===== src/rtl/tree_mult_pkg.sv =====
package tree_mult_pkg;

  // Rows left after one layer of 3:2 compression over n rows.
  function automatic int rows_next(input int n);
    return (n / 3) * 2 + (n % 3);
  endfunction

  // Rows present at the input of layer l when starting from n rows.
  function automatic int rows_at(input int n, input int l);
    int r;
    r = n;
    for (int i = 0; i < l; i++) r = rows_next(r);
    return r;
  endfunction

  // Number of layers needed to bring n rows down to two.
  function automatic int layer_count(input int n);
    int r;
    int c;
    r = n;
    c = 0;
    while (r > 2) begin
      r = rows_next(r);
      c++;
    end
    return c;
  endfunction

endpackage


===== src/rtl/tm_pp_gen.sv =====
module tm_pp_gen #(
  parameter int OP_W = 8,
  localparam int PW = 2 * OP_W
) (
  input  logic [OP_W-1:0]          mcand,
  input  logic [OP_W-1:0]          mplier,
  output logic [OP_W-1:0][PW-1:0]  rows
);
  generate
    for (genvar i = 0; i < OP_W; i++) begin : g_row
      logic [PW-1:0] wide;
      assign wide    = {{OP_W{1'b0}}, (mcand & {OP_W{mplier[i]}})};
      assign rows[i] = wide << i;
    end
  endgenerate
endmodule


===== src/rtl/tm_csa_layer.sv =====
module tm_csa_layer #(
  parameter int IN_ROWS = 8,
  parameter int MAXR    = 8,
  parameter int PW      = 16
) (
  input  logic [MAXR-1:0][PW-1:0] rin,
  output logic [MAXR-1:0][PW-1:0] rout
);
  localparam int GROUPS   = IN_ROWS / 3;
  localparam int LEFT     = IN_ROWS % 3;
  localparam int OUT_ROWS = 2 * GROUPS + LEFT;

  generate
    for (genvar g = 0; g < GROUPS; g++) begin : g_fa
      logic [PW-1:0] x, y, z;
      assign x = rin[3*g];
      assign y = rin[3*g+1];
      assign z = rin[3*g+2];
      assign rout[2*g]   = x ^ y ^ z;
      assign rout[2*g+1] = ((x & y) | (x & z) | (y & z)) << 1;
    end
    for (genvar r = 2 * GROUPS; r < MAXR; r++) begin : g_rest
      if (r < OUT_ROWS) begin : g_pass
        assign rout[r] = rin[3*GROUPS + (r - 2*GROUPS)];
      end else begin : g_zero
        assign rout[r] = '0;
      end
    end
  endgenerate
endmodule


===== src/rtl/tm_skip_adder.sv =====
module tm_skip_adder #(
  parameter int W   = 16,
  parameter int BLK = 4,
  localparam int NB = W / BLK
) (
  input  logic [W-1:0]  x,
  input  logic [W-1:0]  y,
  output logic [W-1:0]  sum,
  output logic [NB-1:0] blk_cin,
  output logic [NB-1:0] blk_cout,
  output logic [NB-1:0] blk_prop
);
  logic [NB:0] chain;
  assign chain[0] = 1'b0;

  generate
    for (genvar k = 0; k < NB; k++) begin : g_blk
      logic [BLK-1:0] p, g;
      logic [BLK:0]   rc;
      assign p = x[k*BLK +: BLK] ^ y[k*BLK +: BLK];
      assign g = x[k*BLK +: BLK] & y[k*BLK +: BLK];
      always_comb begin
        rc[0] = chain[k];
        for (int j = 0; j < BLK; j++) rc[j+1] = g[j] | (p[j] & rc[j]);
      end
      assign sum[k*BLK +: BLK] = p ^ rc[BLK-1:0];
      assign blk_prop[k]  = &p;
      assign blk_cin[k]   = chain[k];
      assign blk_cout[k]  = blk_prop[k] ? chain[k] : rc[BLK];
      assign chain[k+1]   = blk_cout[k];
    end
  endgenerate
endmodule


===== src/rtl/tree_mult.sv =====
module tree_mult
  import tree_mult_pkg::*;
#(
  parameter int OP_W    = 8,
  parameter int BLK_W   = 4,
  parameter bit OUT_REG = 1'b0
) (
  input  logic                clk,
  input  logic                rst_n,
  input  logic [OP_W-1:0]     op_a,
  input  logic [OP_W-1:0]     op_b,
  output logic [2*OP_W-1:0]   product
);
  localparam int PW = 2 * OP_W;
  localparam int NL = layer_count(OP_W);
  localparam int NB = PW / BLK_W;

  logic [OP_W-1:0][PW-1:0] lrows [0:NL];
  logic [PW-1:0]           lsum  [0:NL];
  logic [PW-1:0]           ref_p;
  logic [PW-1:0]           sum_q;
  logic [NB-1:0]           bcin, bcout, bprop;

  assign ref_p = PW'(op_a) * PW'(op_b);

  tm_pp_gen #(.OP_W(OP_W)) u_pp (
    .mcand (op_a),
    .mplier(op_b),
    .rows  (lrows[0])
  );

  generate
    for (genvar l = 0; l < NL; l++) begin : g_layer
      tm_csa_layer #(
        .IN_ROWS(rows_at(OP_W, l)),
        .MAXR   (OP_W),
        .PW     (PW)
      ) u_layer (
        .rin (lrows[l]),
        .rout(lrows[l+1])
      );
    end
  endgenerate

  tm_skip_adder #(.W(PW), .BLK(BLK_W)) u_add (
    .x       (lrows[NL][0]),
    .y       (lrows[NL][1]),
    .sum     (sum_q),
    .blk_cin (bcin),
    .blk_cout(bcout),
    .blk_prop(bprop)
  );

  always_comb begin
    for (int l = 0; l <= NL; l++) begin
      lsum[l] = '0;
      for (int r = 0; r < OP_W; r++) lsum[l] = lsum[l] + lrows[l][r];
    end
  end

  // partial products carry the full weight of the product
  a_r2_pp_sum: assert property (@(posedge clk) disable iff (!rst_n)
    lsum[0] == ref_p);

  generate
    for (genvar l = 0; l < NL; l++) begin : g_chk
      // each layer keeps the sum of its rows
      a_r2_layer_keep: assert property (@(posedge clk) disable iff (!rst_n)
        lsum[l+1] == lsum[l]);
    end
  endgenerate

  // two surviving rows add to the product
  a_r3_two_rows: assert property (@(posedge clk) disable iff (!rst_n)
    PW'(lrows[NL][0] + lrows[NL][1]) == ref_p);

  // adder output matches the reference
  a_r3_adder_out: assert property (@(posedge clk) disable iff (!rst_n)
    sum_q == ref_p);

  generate
    for (genvar k = 0; k < NB; k++) begin : g_skipchk
      // fully propagating block passes its carry through
      a_r4_skip_pass: assert property (@(posedge clk) disable iff (!rst_n)
        bprop[k] |-> (bcout[k] == bcin[k]));
    end

    if (OUT_REG) begin : g_reg
      logic primed;
      always_ff @(posedge clk or negedge rst_n) begin
        if (!rst_n) begin
          product <= '0;
          primed  <= 1'b0;
        end else begin
          product <= sum_q;
          primed  <= 1'b1;
        end
      end
      // registered product lags the operands by one edge
      a_r5_reg_lag: assert property (@(posedge clk) disable iff (!rst_n)
        primed |-> (product == PW'($past(op_a)) * PW'($past(op_b))));
    end else begin : g_comb
      assign product = sum_q;
      // combinational product is exact
      a_r1_comb_exact: assert property (@(posedge clk) disable iff (!rst_n)
        product == ref_p);
    end
  endgenerate
endmodule


===== config.mk =====
export PLATFORM = sky130hd
export DESIGN_NAME = tree_mult
export DESIGN_NICKNAME = d
export VERILOG_FILES = /design/src/rtl/tree_mult_pkg.sv /design/src/rtl/tm_pp_gen.sv /design/src/rtl/tm_csa_layer.sv /design/src/rtl/tm_skip_adder.sv /design/src/rtl/tree_mult.sv
export SDC_FILE = /design/constraint.sdc
export NUM_CORES = 1
export LEC_CHECK = 0
export BUFFER_PORTS_ARGS = -buffer_cell sky130_fd_sc_hd__buf_2
export CAP_MARGIN = 20
export CORE_AREA = 2 2 134 136
export DETAILED_ROUTE_END_ITERATION = 10
export DIE_AREA = 0 0 136 138
export PLACE_DENSITY = 0.59
export SYNTH_ARGS = -nofsm -noshare
export SYNTH_HDL_FRONTEND = slang
export SYNTH_HIERARCHICAL = 1
export SYNTH_SLANG_ARGS = --single-unit

===== constraint.sdc =====
create_clock -name vclk -period 7.4
set_input_delay 0.37 -clock vclk [all_inputs]
set_output_delay 0.37 -clock vclk [all_outputs]
set_load 0.03 [all_outputs]

Word-level counts from Yosys, hierarchy flattened
Cells that the tools add are included.

word-level totals
  flip-flop bits (word level) = 0
  latch bits = 0
  RAM bits = 0
  memory bits (read-only) = 0
  input port bits = 18
  output and inout bits = 16
  word-level logic and storage cells = 96
  memories kept = 0

cells by class
  add/sub/neg operators = 0
  multiply operators = 0
  divide/modulo/power cells = 0
  order comparisons = 0
  equality and inequality tests = 0
  shift-type cells = 0
  multiplexer cells = 3
  bitwise logic cells = 90
  reductions and logical operators = 3

operators with widths
  kind                   number
  AND 15 bit             10
  OR 15 bit              9
  AND 8 bit              8
  XOR 16 bit             4
  XOR 4 bit              8
  XOR 10 x 16 -> 16 bit  1
  XOR 16 x 13 -> 16 bit  1
  XOR 16 x 15 -> 16 bit  1
  AND 14 x 15 -> 15 bit  1
  AND 15 x 14 -> 15 bit  1
  OR 15 x 10 -> 15 bit   1
  AND 1 bit              14
  OR 1 bit               14
  XOR 14 bit             1
  AND 11 x 13 -> 13 bit  1
  AND 12 x 13 -> 13 bit  1
  OR 12 x 13 -> 13 bit   1
  OR 13 bit              1
  XOR 12 x 13 -> 13 bit  1
  AND 11 x 12 -> 12 bit  1
  AND 4 bit              3
  AND reduction 4 bit    3
  XOR 11 x 12 -> 12 bit  1
  AND 8 x 10 -> 10 bit   1
  other kinds (6)        8

Depth between registers and ports, before layout
Gate-level depths: netlist of the first run.

  word-level depth = 46
  depth in mapped cells = 29
  mapped depth without buffers = 29

Modules after synthesis
The synthesis of the first run kept the hierarchy.

modules (own cells, without submodules)
  module                                 times used  cells each  area an instance (um2)  sequential area each (um2)
  tm_csa_layer (g_layer[0].u_layer ...)  2           99          1147.4                  0.0
  tm_csa_layer (g_layer[2].u_layer ...)  2           114         1056.0                  0.0
  tm_pp_gen                              1           129         884.6                   0.0
  tm_skip_adder                          1           60          680.7                   0.0

Worst setup path before layout of the first run
No wires, ideal clock.

  path type = input-to-output
  start point = input op_b[0]
  end point = output product[15]
  data arrival time = 7439 ps
  required time = 7030 ps
  path slack = -409 ps
  stages on the path = 21
  buffers on the path = 0
  cell sequence = and2_1 > fa_1 > fa_1 > fa_1 > fa_1 > fa_1 > fa_1 > fa_1 > inv_1 > mux2i_1 > fa_1 > fa_1 > fa_1 > fa_1 > mux2_4 > fa_1 > fa_1 > fa_1 > inv_1 > fa_1 > inv_1

RTL lines
  what             line             RTL
  start, declared  tree_mult.sv:11  input logic [OP_W-1:0] op_b,
  end, declared    tree_mult.sv:12  output logic [2*OP_W-1:0] product

==> flow_metrics.tcl, run 1 <==
set metrics [dict create \
    num_antenna_cells 0 \
    worstPathArrival_ps 7170 \
    grt_overflow 0 \
    period_needed_ps 7538 \
    max_freq_mhz 132.7 \
    end_kind "primary output" \
    worstHoldStart "op_b[7]" \
    maxSlewViolCount 0 \
    regArea_um2 0 \
    cp_num_buf_inv 5 \
    placed_area_um2 3684 \
    crit_path_start_kind "input pin" \
    yosys_warnings 6 \
    grt_max_degree 9 \
    outcome "complete, but fails checks" \
    syn_inst 329 \
    critical_path.max_stage_delay_ps 550 \
    path_common_cell "fa_2" \
    grt_pass1_wl_um 10030 \
    vias 1734 \
    critPathKind "input pin to primary output" \
    die_w_um 136 \
    cp_slowest_cell "fa_1" \
    grt_pass1_vias 2144 \
    final.clkbuf_count 0 \
    drive_gt1_share_pct 21.27 \
    place_ws_ps -470.9 \
    dieHeight_um 138 \
    antenna_found_initial 0 \
    wl_per_cell_um 9.950 \
    initial_core_util_pct 21.71 \
    final_area_um2 3759 \
    synthToLayoutAreaGrowth_pct -1.249 \
    maxCapViolations 0 \
    dieArea_um2 18770 \
    rsz0062_at_grt "true" \
    hold_path_depth 6 \
    hold_violations 0 \
    min_path_type "input pin to primary output" \
    core_area_um2 17530 \
    fin_util_pct 21.44 \
    post-cts-setup-buffers 0 \
    critPathMaxFanout 8 \
    via_per_inst 3.188 \
    fin_ws_ps -138.5 \
    wl_um 5413 \
    setup-violations-final 1 \
    layout.nets 452 \
    min_to "product[14]" \
    fp-row-count 49 \
    track_usage_pct 6.373 \
    first_pass_iters 4 \
    hpwl_um 5229 \
    critPathRequiredTime_ps 7030 \
    drt_iter0_drc 34 \
    nFlopsAndLatches 0 \
    avgSynthCellArea_um2 11.57 \
    fin_crit_sh_pct 101.9 \
    place_congestion 0.7718 \
    worstPathCellList "buf_4 -> and2_4 -> fa_1 -> fa_1 -> fa_1 -> fa_1 -> fa_2 -> fa_2 -> fa_2 -> inv_2 -> mux2i_4 -> fa_2 -> fa_2 -> fa_2 -> fa_2 -> mux2_4 -> fa_2 -> fa_2 -> fa_2 -> inv_2 -> fa_1 -> inv_2 -> buf_6" \
    post-route-drc-count 0 \
    setup_tns_ps -138.5 \
    failed_checks "negative setup slack" \
    ios 34 \
    syn_area_um2 3806 \
    critPathTopFamily "adder cells" \
    port_buffers 32 \
    ant_nets 0 \
]
==> metal layers <==
metal	GRT usage (%)	vias up	routed length, um
met5	0	-	0
li1	-	770	-
met1	9.025	934	2364
met4	0	0	0
met3	0.07334	0	146
met2	11.61	30	2902
==> metrics by stage <==
step	hold WS (ps)	std cells
4_1_cts	1782	544
6_report	1783	544
3_5_place_dp	1772	544
3_3_place_gp	1777	544
5_1_grt	1863	544
2_1_floorplan	1653	394
==> cell type report <==
class / count / area [um^2]
inverter: 14 / 52.55
multi-input combinational: 262 / 3177
timing repair buffer: 39 / 242.7
tap: 229 / 286.5
fill: 1945 / 13780
==> worst min-delay path, cell delays in order <==
cell and delay, ps:
buf_2 150, and2_1 160, fa_1 190, fa_1 200
fa_2 220, buf_6 130
==> how the worst max path moves through the flow <==
stage | startpoint | cells past startpoint | to
global route | op_b[5] | 23 | product[15]
finish | op_a[3] | 23 | product[15]
CTS | op_a[3] | 23 | product[15]
floorplan | op_b[5] | 21 | product[15]
detailed placement | op_b[5] | 23 | product[15]
global placement | op_b[0] | 23 | product[15]
==> placed cells by master, fill, tap and decap left out <==
cell type	n
mux2i_4	1
and4_4	1
and2_4	5
a41o_2	1
inv_1	11
buf_6	4
fa_1	89
conb_1	70
buf_4	9
fa_2	16
buf_2	26
mux2_4	1
ha_1	12
inv_2	3
and2_1	59
xor3_1	6
nand4_1	1
==> timing repair <==
item                                    CTS  global route
gates resized for setup                  24             3
endpoints found under the setup margin    2             2
hold buffers                              0             0
pin swaps                                10             5
Power of run 1 is left out: the tool's default activity adds up to more than one toggle a clock period on the data nets, which glitch-free logic cannot reach.
==> run 2: changes to the inputs <==
CORE_AREA = 2 2 74 76   (was 2 2 134 136)
DIE_AREA = 0 0 76 78   (was 0 0 136 138)
PLACE_DENSITY = 0.63   (was 0.59)
SYNTH_HIERARCHICAL = default   (was 1)
==> run 2 against run 1 <==
The run now ends clean. Worst setup slack better by 340 ps. Largest cell class unchanged. Utilization is 23 points higher. Wire length is 38% lower. Global-route usage is 5.7 points higher. Critical endpoint unchanged. Hold slack lost 490 ps. First-iteration DRC count down 24%. Non-clock buffer count rose by 12. Area after synthesis down 54%. Highest routed layer unchanged.
==> flow_metrics.tcl, run 2 <==
set metrics [dict create \
    rsz0062_at_grt "false" \
    wl_per_cell_um 10.97 \
    fillers 514 \
    place_congestion 0.7786 \
    cts_hold_buf 0 \
    vias 1321 \
    track_usage_pct 12.04 \
    drive_gt1_share_pct 28.21 \
    port_buffers 32 \
    worstHoldStart "op_b[0]" \
    fin_util_pct 43.95 \
    netlist.area_leader.share_pct 53.56 \
    regArea_um2 0 \
    grt_max_degree 9 \
    final.clkbuf_count 0 \
    power_frac_seq_pct 0 \
    intPower_uw 194.9 \
    pwr-share-clk_pct 0 \
    ant_nets 0 \
    period_needed_ps 7197 \
    wl_um 3335 \
    grt_pass1_vias 1339 \
    min_to "product[0]" \
    placed_area_um2 2168 \
    max_freq_mhz 139.0 \
    ys_seq_area_share_pct 0 \
    holdWs_ps 1291 \
    end_kind "primary output" \
    outcome "complete, no violations" \
    grt_overflow 0 \
    place_ws_ps -400.1 \
    syn_area_um2 1757 \
    ys_top_cells_by_count "fa_1 (47), inv_1 (46), and2_1 (34), nand2_1 (30), ha_1 (22)" \
    yosysUniqueCellTypes 9 \
    p_switching_uw 344.3 \
    synth_nets 270 \
    die_w_um 76 \
    setup-violations-final 0 \
    tightest_slew_ps 226.6 \
    hold_violations 0 \
    min_path_type "input pin to primary output" \
    synthTopCellsByArea "fa_1 (54%), ha_1 (16%), and2_1 (12%), inv_1 (9.8%), nand2_1 (6.4%)" \
    dieArea_um2 5928 \
    fp-row-count 26 \
    core_area_um2 5042 \
    combPwrFrac_pct 100.0 \
    antenna_found_initial 0 \
    via_per_inst 4.345 \
    ios 34 \
    yosys.area.top_type "fa_1" \
    first_pass_iters 4 \
    layout.nets 323 \
    fin_crit_sh_pct 97.25 \
    p_per_area_nw_per_um2 243.3 \
    maxSlewViolCount 0 \
    yosys_warnings 0 \
    final_common_cell "inv_1" \
    grt_pass1_wl_um 5954 \
    post-route-drc-count 0 \
    initial_core_util_pct 34.84 \
    critPathKind "input pin to primary output" \
    synth.most_common_cell "fa_1" \
    fin_ws_ps 203.4 \
    hold_path_depth 4 \
    syn_inst 183 \
    drt_iter0_drc 26 \
    irDropWorstVdd_mv 0.1550 \
    synthToLayoutAreaGrowth_pct 26.14 \
    power.leakage_uw 0.001179 \
    nFlopsAndLatches 0 \
    post-cts-setup-buffers 0 \
    avgSynthCellArea_um2 9.599 \
    maxCapViolations 0 \
    hpwl_um 3036 \
    worstPathArrival_ps 6830 \
    timing.slew.headroom_pct 84.89 \
    critPathMaxFanout 6 \
    critPathRequiredTime_ps 7030 \
    num_antenna_cells 0 \
    dieHeight_um 78 \
    power_switching_share_pct 63.85 \
    final_cell_mix "inv_1 (46), fa_1 (39), and2_1 (32)" \
    multi_input_area_um2 1647 \
    crit_path_start_kind "input pin" \
    final_area_um2 2216 \
]
[run 2: changes by cell type in the layout (fill, tap and decap cells not counted), moves of 3 or more]
cell / delta
and2_1: -27
and2_4: -3
buf_2: +5
buf_4: +10
buf_6: -3
conb_1: -70
fa_1: -50
fa_2: -8
ha_1: +8
inv_1: +35
inv_2: -3
nand2_1: +30
xor3_1: -6
[run 2: cell type report]
| class | count | area share, % |
|---|---|---|
| inverters | 46 | 7.792 |
| multi-input cells | 137 | 74.31 |
| repair buffers | 51 | 13.95 |
| well taps | 70 | 3.953 |
[run 2: layer usage]
layer | share of wire, % | global-route usage (%) | up-vias
met5 | 0 | 0 | -
met4 | 0 | 0 | 0
met3 | 3.2 | 0.3488 | 0
met2 | 50 | 21.88 | 32
met1 | 47 | 17.18 | 661
li1 | - | - | 628
[run 2: what timing repair did]
item / 4_1_cts / 5_1_grt
pin swaps: 3 / 10
gates resized for setup: 8 / 6
setup endpoints to repair: 2 / 2
[run 2: through the flow]
stage,total power [uW],std cells,setup TNS (ps)
3_5_place_dp,521.3,304,-748.2
5_1_grt,604.5,304,0
2_1_floorplan,424.9,183,0
4_1_cts,540.1,304,0
3_3_place_gp,516.1,304,-654.0
6_report,539.1,304,0
[run 2: worst max path at each step]
stage	start	to	slack, ps	cells after the start
6_report	op_a[1]	product[15]	200	22
4_1_cts	op_a[1]	product[15]	10	22
3_3_place_gp	op_a[1]	product[15]	-350	22
5_1_grt	op_a[1]	product[15]	5	22
2_1_floorplan	op_a[0]	product[15]	30	20
3_5_place_dp	op_a[1]	product[15]	-400	22
[run 2: cell families after synthesis]
family / Yosys count / share of synthesized area [%]
AO/OA/AOI/OAI: 1 / 0.9262
buffers and inverters: 46 / 9.829
multiplexers: 1 / 0.6410
AND/OR/NAND/NOR: 65 / 18.87
XOR/XNOR: 1 / 0.4987
adder cells (fa/ha/maj): 69 / 69.23
[run 2: worst max-delay path, stage by stage]
cell and delay, ps:
buf_2 140, and2_4 170, fa_1 530, inv_1 50
fa_1 540, inv_1 50, fa_1 550, ha_4 220
fa_2 390, fa_1 410, inv_1 70, a41oi_2 50
fa_2 400, fa_2 390, fa_2 350, fa_2 380
mux2_4 270, fa_2 370, fa_2 380, fa_2 390
xor2_4 190, buf_6 140
[run 2: power groups by stage]
stage / Combinational, uW / Clock (uW) / Sequential [uW]
final: 539 / 0 / 0
after detailed placement: 521 / 0 / 0
after CTS: 540 / 0 / 0
after global placement: 516 / 0 / 0
after floorplan: 425 / 0 / 0
after global routing: 604 / 0 / 0
(Power assumes the default switching activity.)
